## config.mk

```make
export PLATFORM = sky130hd
export DESIGN_NAME = eth_phyclk_gen
export DESIGN_NICKNAME = d
export VERILOG_FILES = /design/src/rtl/eth_phyclk_gen.sv
export SDC_FILE = /design/constraint.sdc
export NUM_CORES = 1
export LEC_CHECK = 0
export ABC_AREA = 0
export CORE_ASPECT_RATIO = 0.9
export CORE_UTILIZATION = 30
export CTS_CLUSTER_DIAMETER = 50
export DETAILED_ROUTE_END_ITERATION = 8
export SLEW_MARGIN = 20
export SYNTH_ARGS = -nofsm -noshare
export SYNTH_HDL_FRONTEND = slang
export SYNTH_SLANG_ARGS = --single-unit
export TNS_END_PERCENT = 1
```

## constraint.sdc

```tcl
create_clock -name clk -period 8.7 [get_ports clk]
set_clock_uncertainty 0.2 [all_clocks]
set_input_delay 1.74 -clock clk [delete_from_list [all_inputs] [get_ports clk]]
set_output_delay 1.74 -clock clk [all_outputs]
set_load 0.02 [all_outputs]
```

## src/rtl/eth_phyclk_gen.sv

```systemverilog
module eth_phyclk_gen #(
  parameter int CW = 32,
  parameter int DIV1_W = 3,
  parameter bit SRC1_PRESENT = 1'b1
) (
  input  logic          clk,
  input  logic          rst,
  input  logic          wr_en,
  input  logic [CW-1:0] wr_data,
  output logic [CW-1:0] rd_data,
  input  logic          src0_tick,
  input  logic          src1_tick,
  output logic          phy_ref_clk,
  output logic          tx_clk,
  output logic          rgmii_mode
);
  localparam int B_MODE = 0;
  localparam int B_SEL  = 4;
  localparam int B_DLY  = 5;
  localparam int B_D1   = 7;
  localparam int B_S2   = B_D1 + DIV1_W;
  localparam int B_INV  = B_S2 + 1;
  localparam int B_EN   = B_S2 + 2;
  localparam int MAXT   = ((1 << DIV1_W) - 1) * 10;
  localparam int TW     = $clog2(MAXT + 1) + 1;

  logic [CW-1:0]     ctrl_q;
  logic [DIV1_W-1:0] c1_q;
  logic [3:0]        c2_q;
  logic              ref_q, tx_q;

  wire              en    = ctrl_q[B_EN];
  wire              rgmii = ctrl_q[B_MODE];
  wire              inv   = ctrl_q[B_INV];
  wire [DIV1_W-1:0] d1f   = ctrl_q[B_D1 +: DIV1_W];
  wire [1:0]        code  = ctrl_q[B_DLY +: 2];

  wire [TW-1:0] n1  = (d1f == '0) ? TW'(1) : TW'(d1f);
  wire [3:0]    n2  = ctrl_q[B_S2] ? 4'd10 : 4'd5;
  wire [TW-1:0] tot = TW'(n1 * TW'(n2));
  wire [TW-1:0] hi  = TW'((tot + TW'(1)) >> 1);

  wire [TW+1:0] prod = (TW+2)'(tot) * (TW+2)'(code);
  wire [TW-1:0] dly  = rgmii ? TW'(prod >> 2) : '0;

  wire tick = ctrl_q[B_SEL] ? (SRC1_PRESENT & src1_tick) : src0_tick;

  wire cfg_chg = wr_en &&
    ((wr_data[B_S2:B_D1] != ctrl_q[B_S2:B_D1]) || (wr_data[B_SEL] != ctrl_q[B_SEL]));
  wire restart = !en || cfg_chg;

  wire          c1_wrap = (TW'(c1_q) == n1 - TW'(1));
  wire          c2_wrap = (c2_q == n2 - 4'd1);
  wire [TW-1:0] ph      = TW'(TW'(c2_q) * n1 + TW'(c1_q));
  wire [TW:0]   psum    = {1'b0, ph} + {1'b0, tot} - {1'b0, dly};
  wire [TW-1:0] pd      = (psum >= {1'b0, tot}) ? TW'(psum - {1'b0, tot}) : TW'(psum);

  wire ref_lvl = (ph < hi);
  wire tx_lvl  = (pd < hi) ^ (!rgmii && inv);

  always_ff @(posedge clk) begin
    if (rst) begin
      ctrl_q <= '0;
      c1_q   <= '0;
      c2_q   <= '0;
      ref_q  <= 1'b0;
      tx_q   <= 1'b0;
    end else begin
      if (wr_en) ctrl_q <= wr_data;
      if (restart) begin
        c1_q <= '0;
        c2_q <= '0;
      end else if (tick) begin
        if (c1_wrap) begin
          c1_q <= '0;
          c2_q <= c2_wrap ? 4'd0 : c2_q + 4'd1;
        end else begin
          c1_q <= c1_q + DIV1_W'(1);
        end
      end
      ref_q <= en && ref_lvl;
      tx_q  <= en && tx_lvl;
    end
  end

  assign rd_data     = ctrl_q;
  assign phy_ref_clk = ref_q;
  assign tx_clk      = tx_q;
  assign rgmii_mode  = rgmii;


  gate_low_chk: assert property (@(posedge clk) disable iff (rst)
    !en |=> (!phy_ref_clk && !tx_clk));


  c1_range_chk: assert property (@(posedge clk) disable iff (rst)
    TW'(c1_q) < n1);


  c2_range_chk: assert property (@(posedge clk) disable iff (rst)
    c2_q < n2);


  rmii_follow_chk: assert property (@(posedge clk) disable iff (rst)
    (en && !rgmii && !inv) |=> (tx_clk == phy_ref_clk));


  rmii_invert_chk: assert property (@(posedge clk) disable iff (rst)
    (en && !rgmii && inv) |=> (tx_clk != phy_ref_clk));


  restart_chk: assert property (@(posedge clk) disable iff (rst)
    cfg_chg |=> (c1_q == '0 && c2_q == '0));
endmodule

```

======== Word-level counts from Yosys, hierarchy flattened ========
Index checks and enable logic that the tools add are counted.
storage, ports and cells
  flip-flop bits (word level) ............. 41
  input port bits ......................... 37
  output and inout bits ................... 35
  logic and storage cells ................. 43
operators by class
  add/sub/neg operators ................... 9
  $mul .................................... 3
  magnitude comparators ................... 3
  equal/unequal tests ..................... 4
  mux-type cells .......................... 7
  bitwise operators ....................... 1
  reductions and logical operators ........ 11
operator list
  operator               count
  $lt A8 B7 Y1           2
  $add A8 B7 Y9          1
  $ge A9 B7 Y1           1
  $mul A7 B2 Y9          1
  $sub A9 B7 Y9          1
  $add A7 B1 Y8 const B  1
  $add A7 B3 Y8          1
  $eq A3 B8 Y1           1
  $mux W4                2
  $mux W8                1
  $sub A8 B7 Y8          1
  $mul A3 B4 Y7          1
  $mul A4 B3 Y7          1
  $mux W7                1
  $mux W3                2
  $add A4 B1 Y4 const B  1
  $eq A4 B4 Y1           1
  $logic_and A1 B1 Y1    4
  $ne A4 B4 Y1           1
  $sub A3 B1 Y4 const B  1
  $sub A4 B1 Y4 const B  1
  $add A3 B1 Y3 const B  1
  $logic_not A3 Y1       1
  $logic_not A1 Y1       2
  6 further kinds        7

======== Logic depth before layout (Yosys ltp) ========
  word-level depth ........................ 11
  gate-level depth with buffers ........... 38
  depth with buffers taken out ............ 36

======== Least setup slack after synthesis ========
Ideal clock, no wire load.
  kind .................................... reg2reg
  from .................................... register ctrl_q[10], in the netlist rd_data[10]
  to ...................................... register tx_q, in the netlist tx_clk
  library setup time ...................... 0.123 ns
  arrival time ............................ 7.194 ns
  required time ........................... 8.377 ns
  path slack .............................. 1.183 ns
  stages on the path, launching flop included .. 35
  path buffers ............................ 3
  clock period less this slack ............ 7.517 ns
  cell sequence ........................... dfxtp_1 -> clkbuf_1 -> mux2_2 -> ha_1 -> clkbuf_1 -> fa_1 -> xor2_1 -> and2_1 -> ha_1 -> o21ai_0 -> nand2b_1 -> xor2_1 -> nand2_1 -> fa_1 -> ha_1 -> o21ai_0 -> nor2_1 -> o21a_1 -> nor2_1 -> xnor2_1 -> ha_1 -> a21oi_1 -> o21a_1 -> o41ai_1 -> or3_1 -> buf_6 -> mux2_4 -> ha_1 -> a21oi_1 -> o22ai_1 -> nor2_1 -> o31ai_1 -> nor4_1 -> o21ai_0 -> nor3b_2
on the way
  cells in the longest elaborated chain, start to end .. 10
  elaborated cells on any way between the ends .. 13
  classes of those cells .................. add/sub: 4; mul: 2; order compare: 2; mux: 3; bitwise: 1; reduce/logical: 1
ends and longest elaborated chain
  what                                           RTL line  RTL
  start, declared                                27        logic [CW-1:0] ctrl_q;
  start signal, assigned                         69        if (wr_en) ctrl_q <= wr_data;
  $mux W4 *                                      39        wire [3:0] n2 = ctrl_q[B_S2] ? 4'd10 : 4'd5;
  $mul A3 B4 Y7 *                                40        wire [TW-1:0] tot = TW'(n1 * TW'(n2));
  $mul A7 B2 Y9                                  43        wire [TW+1:0] prod = (TW+2)'(tot) * (TW+2)'(code);
  $mux W7                                        44        wire [TW-1:0] dly = rgmii ? TW'(prod >> 2) : '0;
  $sub A9 B7 Y9                                  55        wire [TW:0] psum = {1'b0, ph} + {1'b0, tot} - {1'b0, dly};
  $sub A8 B7 Y8 or $ge A9 B7 Y1 (tied branches)  56        wire [TW-1:0] pd = (psum >= {1'b0, tot}) ? TW'(psum - {1'b0, tot}) : TW'(psum);
  $mux W8                                        56
  $lt A8 B7 Y1 *                                 59        wire tx_lvl = (pd < hi) ^ (!rgmii && inv);
  $xor A1 B1 Y1 *                                59
  $logic_and A1 B1 Y1 *                          82        tx_q <= en && tx_lvl;
  end signal, assigned                           82
  end, declared                                  30        logic ref_q, tx_q;
Mark *: on every way between the ends. The rest lies on a longest branch, timed or not.
A chain may end at the register's enable or synchronous reset.

======== Worst setup path after layout ========
  from .................................... register ctrl_q[8], in the netlist rd_data[8]
  to ...................................... register tx_q, in the netlist tx_clk
on the way
  cells in the longest elaborated chain, start to end .. 11
  elaborated cells on any way between the ends .. 16
  classes of those cells .................. add/sub: 5; mul: 3; order compare: 2; mux: 3; bitwise: 1; reduce/logical: 2
ends and longest elaborated chain
  what                                            RTL line  RTL
  $logic_not A3 Y1                                38        wire [TW-1:0] n1 = (d1f == '0) ? TW'(1) : TW'(d1f);
  $mux W3 *                                       38
  $mul A3 B4 Y7 or $mul A4 B3 Y7 (tied branches)  40, 54
  $mul A7 B2 Y9 or $add A7 B3 Y8 (tied branches)  43, 54
  $mux W7 or $add A8 B7 Y9 (tied branches)        44, 55
  $sub A9 B7 Y9                                   55
  $sub A8 B7 Y8 or $ge A9 B7 Y1 (tied branches)   56
  $mux W8                                         56
  $lt A8 B7 Y1 *                                  59
  $xor A1 B1 Y1 *                                 59
  $logic_and A1 B1 Y1 *                           82
Marks and branches as above.

==> results by group <==
Routing
  – Average wire per standard cell: between 10 and 15 um
  – Antenna-violating nets left: 0
  – # DRC: 0
  – Starting DRC count in detailed routing: approximately 140
  – DRT Wirelength: roughly 9.5 mm
  – DR vias: ~3,300
  – DR vias/cell: about 4.9
  – First-pass iteration count of the detailed router: 4

Power
  – Psw: 444 uW
  – Max VDD drop: roughly 0.095 mV
  – Combinational Power Share: 0.609
  – Flop pwr share: 0.190
  – Net Sw Frac: 0.405
  – P_leak: roughly 0.0022 uW
  – Clock network power share: 0.201
  – PwrDens: about 220 mW/mm^2
  – Internal power: between 600 and 700 uW

Min path
  – WHS Path Cells: 2
  – Worst min-delay path class: reg2reg

STA
  – Tightest Pin Transition: 0.951 ns
  – Post-route setup TNS: 0 ns
  – Slew margin rel.: 0.366
  – Final Cycle Share: 0.922
  – Hold Fails Final Rpt: 0
  – Max Clk Rate: roughly 0.12 GHz
  – Final min period: around 8.0 ns
  – Slew Limit Fails: 0
  – Final setup fails: 0
  – RSZ-0062 raised after global routing: false
  – Hold_ws: roughly 0.30 ns

Floorplan
  – Die width: approximately 120 um
  – Total die area: about 0.014 mm^2
  – Top Ports: 72
  – Num rows: 39
  – Initial core utilization: 0.308
  – Die Y: approximately 110 um
  – Core ar.: between 0.01 and 0.015 mm^2

CTS
  – Skew-Pair Late Insertion Delay: a little under 0.3 ns
  – Clk sinks: roughly 40
  – H-tree levels: 2
  – CTS tree: yes
  – Clk root buf: clkbuf_16
  – Post-CTS Hold Buffers: 0
  – Maximum clock insertion buffer count: 2
  – Post-CTS sizing: 0
  – Post-CTS setup buffers: 0
  – Num CTS Buffers: 5
  – Worst-path clk slew: about 0.06 ns

Setup path
  – WP data required: between 8 and 9 ns
  – Setup crit start kind: register
  – Most used cell along the critical path: ha_1
  – CP max-delay cell: or3_1
  – Critical path class: reg2reg
  – Worst Path Arrival: around 8.0 ns
  – Critical path peak fanout: 12
  – R2R cell count: 32
  – Worst path max stage delay: roughly 0.53 ns
  – CP Capture Type: register

Finish
  – Final Instance Area: roughly 0.0050 mm^2
  – Share of post-route cells with drive strength above 1: 0.0536
  – Inserted Diodes: 0
  – # nets final: about 630
  – Final Util: 0.389
  – Non-filler cells, final: 686
  – Synthesis-to-finish area growth: 26.4%

Yosys
  – Syn Area/Cell: approximately 8.6 um^2
  – Post-synthesis sequential area ratio: 0.209
  – Synthesized cell area: 0.00392 mm^2
  – #FFs+latches synth: 41
  – EDFF count, synth: 0
  – Main flop type after synthesis: dfxtp_1
  – Synth Instances: 456
  – Synth Warn #: 0
  – Synth cell types: 57
  – FFs w/ async S/R, synth: 0

Global routing
  – Global route overflow: 0
  – Total track usage: 0.147
  – Most Crowded Layer GR: met2
  – Initial antenna violation count: 0
  – First-pass GRT wire length: between 15 and 20 mm
  – Routing usage on met3: 0.0460
  – Met2 Resource Use GR: 0.234
  – Met1 global-route usage: 0.186
  – Largest net degree at the start of global routing: 34
  – Vias in the first global route: ~3,400

Run status
  – Outcome: completed

Placed design
  – Hpwl dp: ~7.6 mm
  – IO Port Bufs: 71
  – Placed cell area: around 0.0048 mm^2
  – Cells after DPL: 678
  – Gpl congestion: roughly 0.9

Run
  – Max-cap violations: 0
-- registers in the layout, indices dropped and copies added, names as in the netlist --
| signal | cells |
|---|---|
| rd_data | 32 |
| tx_clk | 1 |
| phy_ref_clk | 1 |
| c1_q | 3 |
| c2_q | 4 |
-- worst paths after layout --
check                           startpoint                        to  slack [ns]
setup / recovery   rd_data[8]$_SDFFE_PP0P_         tx_clk$_SDFF_PP0_        0.68
hold / removal    rd_data[28]$_SDFFE_PP0P_  rd_data[28]$_SDFFE_PP0P_        0.30
setup reg to reg   rd_data[8]$_SDFFE_PP0P_         tx_clk$_SDFF_PP0_        0.68
hold reg to reg   rd_data[28]$_SDFFE_PP0P_  rd_data[28]$_SDFFE_PP0P_        0.30
-- metal layers --
metal / vias to the layer above / wire length, um
li1: 1687 / -
met1: 1541 / 4460
met2: 101 / 4210
met3: 11 / 663
met4: 0 / 168
met5: - / 0
-- per-stage QoR --
stage / total power (uW) / setup WS, ns
after floorplan: 715 / 1.18
after global placement: 841 / 0.806
after detailed placement: 863 / 0.414
after CTS: 1090 / 0.403
after global routing: 1180 / 0.124
final: 1100 / 0.679
-- synthesized netlist by cell type, types with 2 or more instances --
master,number,area share
nand2_1,29,0.028
nor2b_1,10,0.016
xnor2_1,22,0.049
nand4_1,2,0.0032
a21o_1,13,0.025
a21oi_1,33,0.042
nand2b_1,4,0.0064
a211oi_1,3,0.0057
o31ai_1,2,0.0038
clkbuf_1,9,0.0086
o21a_1,4,0.0077
nor3_2,2,0.0051
buf_1,3,0.0029
mux2_4,3,0.011
nor3_1,4,0.0051
o21ai_0,10,0.013
a31oi_1,2,0.0032
o21ai_1,2,0.0026
inv_1,30,0.029
or3_1,3,0.0048
fa_1,14,0.071
dfxtp_1,41,0.21
ha_1,53,0.17
mux2i_1,33,0.084
nor2_1,52,0.050
and3_1,3,0.0048
inv_2,2,0.0019
nand3_1,6,0.0077
buf_6,3,0.0086
nor3b_1,2,0.0038
o211ai_1,2,0.0038
conb_1,2,0.0019
o22ai_1,2,0.0032
and2_1,16,0.026
nor3b_2,2,0.0064
xor2_1,12,0.027
-- area by class of cell --
type | count | area (um^2)
flip-flops and latches | 41 | 825
inverters | 32 | 120
repair buffers | 74 | 728
fillers | 1261 | 7780
clock buffers | 7 | 143
clock inverters | 1 | 30.0
well taps | 164 | 205
multi-input cells | 367 | 2910
-- cells in the final DEF, fill, tap and decap left out, drive strengths merged, types with 3 or more instances in the layout --
master,synthesis,routed
a211oi,3,3
a21o,13,13
a21oi,33,33
and2,16,16
and3,3,3
buf,7,4
clkbuf,10,7
clkdlybuf4s50,0,70
conb,2,3
dfxtp,41,41
fa,14,14
ha,53,53
inv,32,32
mux2,4,4
mux2i,33,33
nand2,29,29
nand2b,4,4
nand3,6,6
nor2,52,52
nor2b,10,10
nor3,6,6
nor3b,4,4
o21a,4,4
o21ai,12,12
or3,3,3
xnor2,22,22
xor2,12,12
-- logic make-up (layout without fill, tap and decap cells) --
kind of cell | after synthesis | after routing | share of synthesized area
flip-flops | 41 | 41 | 0.209
adder cells (fa/ha/maj) | 67 | 67 | 0.241
multiplexers | 37 | 37 | 0.0986
AO/OA/AOI/OAI | 82 | 82 | 0.136
other | 2 | 3 | 0.00191
AND/OR/NAND/NOR | 144 | 144 | 0.184
XOR/XNOR | 34 | 34 | 0.0759
buffers and inverters | 49 | 114 | 0.0539
-- worst max-delay path: cells and delay by family, from the launching register on --
family          cells  cell delay, ns
fa+ha+maj           7            2.48
buf+inv             1            0.10
flops               1            0.41
xor+xnor            2            0.32
mux                 1            0.35
simple gates        9            1.90
compound gates     12            2.14
-- power by group through the flow --
stage | combinational (uW) | sequential (uW) | clock [uW]
after floorplan | 495 | 220 | 0
after global placement | 629 | 211 | 0
after detailed placement | 651 | 212 | 0
after CTS | 657 | 208 | 226
after global routing | 736 | 210 | 234
final | 668 | 209 | 220
(Power assumes the default switching activity.)
